`src/rtl/gpio_lvl_irq.sv`:
```
module gpio_lvl_irq #(
  parameter int NPINS = 12,
  parameter int AW    = 6
) (
  input  logic             clk,
  input  logic             rst_n,
  input  logic [AW-1:0]    bus_addr,
  input  logic             bus_we,
  input  logic [31:0]      bus_wdata,
  output logic [31:0]      bus_rdata,
  input  logic [NPINS-1:0] pin_in,
  output logic [NPINS-1:0] pin_out,
  output logic [NPINS-1:0] pin_oe,
  output logic             irq
);
  localparam logic [AW-1:0] A_OUT = AW'(6'h00), A_OE = AW'(6'h04), A_IN = AW'(6'h08),
    A_STS = AW'(6'h0C), A_TLO = AW'(6'h10), A_MSK = AW'(6'h14), A_THI = AW'(6'h18),
    A_MUX = AW'(6'h1C);

  logic [NPINS-1:0] out_q, oe_q, msk_q, sts_q, s1_q, s2_q, pol, act;
  logic [31:0]      tlo_q, thi_q, mux_q;

  genvar g;
  generate
    for (g = 0; g < NPINS; g++) begin : g_pol
      if (g < 8) begin : g_lo
        assign pol[g] = tlo_q[4*g];
      end else begin : g_hi
        assign pol[g] = thi_q[4*(g-8)];
      end
    end
  endgenerate

  assign act = s2_q ^ pol;

  always_ff @(posedge clk or negedge rst_n) begin
    if (!rst_n) begin
      s1_q <= '0;
      s2_q <= '0;
    end else begin
      s1_q <= pin_in;
      s2_q <= s1_q;
    end
  end

  always_ff @(posedge clk or negedge rst_n) begin
    if (!rst_n) begin
      out_q <= '0; oe_q <= '0; msk_q <= '0;
      tlo_q <= '0; thi_q <= '0; mux_q <= '0;
    end else if (bus_we) begin
      case (bus_addr)
        A_OUT: out_q <= bus_wdata[NPINS-1:0];
        A_OE:  oe_q  <= bus_wdata[NPINS-1:0];
        A_MSK: msk_q <= bus_wdata[NPINS-1:0];
        A_TLO: tlo_q <= bus_wdata;
        A_THI: thi_q <= bus_wdata;
        A_MUX: mux_q <= bus_wdata;
        default: ;
      endcase
    end
  end

  wire [NPINS-1:0] clr = (bus_we && bus_addr == A_STS) ? bus_wdata[NPINS-1:0] : '0;

  always_ff @(posedge clk or negedge rst_n) begin
    if (!rst_n) sts_q <= '0;
    else        sts_q <= (sts_q & ~clr) | act;
  end

  always_comb begin
    bus_rdata = '0;
    case (bus_addr)
      A_OUT: bus_rdata[NPINS-1:0] = out_q;
      A_OE:  bus_rdata[NPINS-1:0] = oe_q;
      A_IN:  bus_rdata[NPINS-1:0] = s2_q;
      A_STS: bus_rdata[NPINS-1:0] = sts_q;
      A_MSK: bus_rdata[NPINS-1:0] = msk_q;
      A_TLO: bus_rdata = tlo_q;
      A_THI: bus_rdata = thi_q;
      A_MUX: bus_rdata = mux_q;
      default: ;
    endcase
  end

  assign pin_out = out_q;
  assign pin_oe  = oe_q;
  assign irq     = |(sts_q & msk_q);

  // an active synchronized pin always latches status on the next edge
  a_r5_latch: assert property (@(posedge clk) disable iff (!rst_n)
    (act != '0) |=> ((sts_q & $past(act)) == $past(act)));
  // status bits not written as one and not active do not change
  a_r6_sticky: assert property (@(posedge clk) disable iff (!rst_n)
    1'b1 |=> ((sts_q & ~$past(clr) & ~$past(act)) == ($past(sts_q) & ~$past(clr) & ~$past(act))));
  // no irq while mask is zero
  a_r8_mask_off: assert property (@(posedge clk) disable iff (!rst_n)
    (msk_q == '0) |-> !irq);
  // drive enable changes only through a bus write
  a_r2_oe_hold: assert property (@(posedge clk) disable iff (!rst_n)
    !(bus_we && bus_addr == A_OE) |=> $stable(pin_oe));
  // input register follows the pins two edges later
  a_r3_sync: assert property (@(posedge clk) disable iff (!rst_n)
    $stable(pin_in) |=> ##1 (s2_q == $past(pin_in, 2)));
endmodule

```
`config.mk`:
```
export PLATFORM = sky130hd
export DESIGN_NAME = gpio_lvl_irq
export DESIGN_NICKNAME = d
export VERILOG_FILES = /design/src/rtl/gpio_lvl_irq.sv
export SDC_FILE = /design/constraint.sdc
export NUM_CORES = 1
export LEC_CHECK = 0
export BUFFER_PORTS_ARGS = -buffer_cell sky130_fd_sc_hd__buf_2
export CORE_MARGIN = 4
export CORE_UTILIZATION = 27
export CTS_BUF_LIST = sky130_fd_sc_hd__clkbuf_4 sky130_fd_sc_hd__clkbuf_8
export DETAILED_ROUTE_END_ITERATION = 8
export GPL_TIMING_DRIVEN = 1
export PLACE_DENSITY_LB_ADDON = 0.05
export SYNTH_ARGS = -nofsm -noshare
export SYNTH_HDL_FRONTEND = slang
export SYNTH_SLANG_ARGS = --single-unit
```
`constraint.sdc`:
```
create_clock -name clk -period 2.35 [get_ports clk]
set_clock_uncertainty 0.05 [all_clocks]
set_input_delay 0.5875 -clock clk [delete_from_list [all_inputs] [get_ports clk]]
set_output_delay 0.5875 -clock clk [all_outputs]
set_load 0.02 [all_outputs]
```
== Word-level counts from Yosys, hierarchy flattened ==
Cells that the tools add are included.
Word-level totals
  bits in registers: 168
  bits of input ports: 53
  logic and storage cells: 33
Cells by class
  muxes and demuxes: 3
  bitwise operators: 5
  equality and inequality tests: 7
  reduce and logical (&&, ||, !) cells: 9
Operators with widths (count)
  $pmux W12 S8: 1
  $pmux W20 S3: 1
  $and A12 B12 Y12: 2
  $eq A6 B5 Y1 const B: 4
  $eq A6 B4 Y1 const B: 2
  $mux W12: 1
  $not A12 Y12: 1
  $or A12 B12 Y12: 1
  $reduce_and A2 Y1: 6
  $reduce_or A12 Y1: 1
  $xor A12 B12 Y12: 1
  $eq A6 B3 Y1 const B: 1
  $logic_not A6 Y1: 1
  $logic_and A1 B1 Y1: 1

== Depth between registers and ports, before layout ==
  depth after elaboration: 6
  mapped depth: 7
  mapped depth without buffers: 4

== Worst setup path after synthesis ==
OpenSTA, ideal clock, no wires.
  path kind: input port to output port
  start: input bus_addr[4]
  end: output bus_rdata[4]
  data required time: 1.712 ns
  path slack: -0.218 ns
  path buffers: 3
  stages on the path: 7
  arrival: 1.931 ns
  cell sequence: buf_2 or2_2 clkbuf_1 nor2_1 clkbuf_1 a22oi_1 nand3_1
Between the ends
  word-level cells in the longest chain between the ends: 2
RTL lines
  start, declared: line 7  | input logic [AW-1:0] bus_addr,
  $eq A6 B5 Y1 (tied with other cells): line 72  | case (bus_addr)
  $pmux W12 S8 (*): line 72
  end, declared: line 10  | output logic [31:0] bus_rdata,
Mark *: on every way between the ends. The rest lies on a longest branch, timed or not.

== Worst setup path in the final report ==
  start: input bus_addr[3]
  end: output bus_rdata[18]
Between the ends
  word-level cells in the longest chain between the ends: 2
RTL lines (line)
  $eq A6 B5 Y1: 72
  $pmux W20 S3 (*): 72
Marks and branches as above.

==> impl_metrics.yaml <==
placement:
  numPortBuffers: 109
  hpwl_mm: 15.29
  post_dp_cell_area_um2: 8758
  place_ws_ps: -266.6
  routabilityCongestion: 0.7441
pwr:
  p_per_area_nw_per_um2: 689.6
  irDropWorstVdd_mv: 0.3772
  totalPowerFinal_mw: 6.836
  leakagePower_nw: 4.920
timing:
  slew_violations: 0
  worst_slew_margin_rel_pct: 71.23
  tightest_slew_ps: 431.6
  fin_crit_ps: 2540
  fin_ws_ps: -189.7
  fin_crit_sh_pct: 108.1
  finalSetupViolations: 32
  rsz0062_at_grt: "true"
  max_freq_mhz: 393.7
  hold_violations: 0
worst_setup_path:
  cp.arrival_ps: 1900
  critPathLaunchType: "primary input"
  cp_top_family: "simple AND/OR/NAND/NOR gates"
  reg2reg_depth: 2
  crit_buf_inv: 5
  crit_path_top_delay_cell: "or3_4"
  critPathMostFrequentCell: "buf_6"
  cp_max_fo: 7
  cp.depth: 8
  path_class: "in2out"
  crit_required_ps: 1710
  critPathCaptureType: "primary output"
  cp_slowest_stage_delay_ps: 440
  critical_path.cell_chain: "buf_6 > or3_4 > nor3_4 > buf_6 > buf_16 > a222oi_1 > inv_1 > buf_6"
grt:
  antenna_found_initial: 1
  grt_pass1_wl_mm: 34.76
  grt_max_degree: 48
  grtUsageTotal_pct: 15.12
  grt_pass1_vias: 5695
  grt_overflow: 0
flow_run:
  drv_cap: 0
synth:
  ys_seq_area_share_pct: 57.07
  netlist_top_cells_area: "dfrtp_1 (57%), mux2_2 (17%), mux2_4 (6.1%)"
  synth_top_area_cell: "dfrtp_1"
  syn_area_per_cell_um2: 14.00
  synth_area_um2: 7366
  yosysTopAreaCellShare_pct: 57.07
  ys.warnings.count: 0
  yosysUniqueCellTypes: 34
  synth-main-ff-cell: "dfrtp_1"
  synth_edf_count: 0
  synth-async-reset-ratio_pct: 100.0
  ys_top_cells_by_count: "dfrtp_1 (168), mux2_2 (108), mux2_4 (30), nand2_1 (26), inv_1 (22)"
  ys_seq_elements: 168
  syn-num-nets: 579
  synth_cells: 526
  synth.most_common_cell: "dfrtp_1"
clock_network:
  h-tree-depth: 4
  cts_tree: "done"
  clkSlewWorstSetupHoldPaths_ps: 100
  cts_buffers: 17
  ctsRootBufferMaster: "clkbuf_8"
  cts_sinks: 168
  clk_latency_ps: 450
  cts.path.max_buffers: 2
drt:
  ant_nets: 0
  drtIter0Drc: 208
  wl_per_cell_um: 21.86
  route.vias.total: 4972
  first_pass_iters: 5
  remaining_drc_errors: 0
  wirelength_mm: 22.69
  vias_per_cell: 4.790
floorplan:
  die_y_um: 173.2
  coreArea_um2: 26880
  num_io_pins: 110
  dieArea_um2: 29990
  num_rows: 60
  initial_utilization_pct: 27.41
  die_w_um: 173.2
cells_and_area:
  final_util_pct: 36.89
  final_cell_area_um2: 9913
  n_antenna_cell: 0
  fill_cells: 2661
  nets: 737
  layout-drive-gt1-share_pct: 56.24
  area_delta_synth_final_pct: 34.58
  multiInputGateArea_um2: 3246
  seqCellArea_um2: 4204
outcome:
  status: "finished, violations left"
  violations: "setup timing"
hold_path:
  hold_depth: 1
  min_path_type: "in2reg"
==> logic make-up (layout without fill, tap and decap cells) <==
logic type | after synthesis | count (layout) | synth area share [%]
XOR/XNOR | 12 | 12 | 1.427
buffers and inverters | 54 | 225 | 3.278
AO/OA/AOI/OAI | 73 | 73 | 8.595
AND/OR/NAND/NOR | 61 | 61 | 4.179
flip-flops | 168 | 168 | 57.07
multiplexers | 158 | 158 | 25.45
==> metal layers <==
metal  up-vias  wire length (um)  track usage, %
met3        11              1068           3.673
met4         2               281           3.459
met1      2590              9815           19.17
met2       116             11510           26.23
met5         -                12               0
li1       2253                 -               -
==> path summary, 6_finish.rpt <==
path | end | startpoint | slack, ps
max in group asynchronous | sts_q[11] | rst_n | 1050
setup reg to reg | sts_q[5] | tlo_q[20] | 1380
setup / recovery | bus_rdata[18] | bus_addr[3] | -190
hold reg to reg | s2_q[1] | s1_q[1] | 310
min in group asynchronous | tlo_q[9] | rst_n | 570
hold / removal | s1_q[2] | pin_in[2] | 180
==> per-stage QoR <==
stage	cells	hold slack [ps]	TNS [ps]
5_1_grt	1038	138.6	-6025
6_report	1038	180.0	-4028
4_1_cts	1036	141.4	-4767
3_5_place_dp	995	284.7	-13610
3_3_place_gp	995	284.3	-13630
2_1_floorplan	526	241.9	-920.7
==> where the power goes <==
| part | switching (mW) | internal [mW] |
|---|---|---|
| sequential | 0.223 | 3.21 |
| clock | 1.18 | 1.20 |
| combinational | 0.480 | 0.544 |
| total | 1.88 | 4.96 |
==> registers in the layout, summed over array words and instances (netlist names) <==
signal   count
mux_q       32
thi_q       32
tlo_q       32
msk_q       12
pin_oe      12
pin_out     12
s1_q        12
s2_q        12
sts_q       12
==> layout by cell type (no fill, tap or decap), drive strengths merged, types with 2 or more instances in the layout <==
cell,n
a22oi,11
nor2,6
mux2i,14
a21o,12
buf,169
bufinv,4
or2,3
a2bb2oi,2
clkinv,4
dfrtp,168
nand3,3
mux2,144
nor3,13
nand2,26
inv,28
a22o,14
xor2,12
nand2b,4
clkbuf,19
a221oi,12
a222oi,20
==> layout make-up <==
| class | instances | share of cell area (%) |
|---|---|---|
| Timing Repair Buffer | 171 | 15.17 |
| Inverter | 22 | 0.8330 |
| Clock inverter | 14 | 2.108 |
| Multi-Input combinational cell | 304 | 32.74 |
| Clock buffer | 18 | 2.436 |
| Sequential cell | 168 | 42.41 |
| Tap cell | 341 | 4.304 |
==> what timing repair did <==
action,in CTS,in global routing
pin swaps,19,21
hold endpoints to repair,28,0
resized for setup,104,43
gates cloned,3,2
endpoints found under the setup margin,33,33
setup buffers,5,2
hold buffers,1,0
No activity file was read; power rests on OpenSTA's default activity.
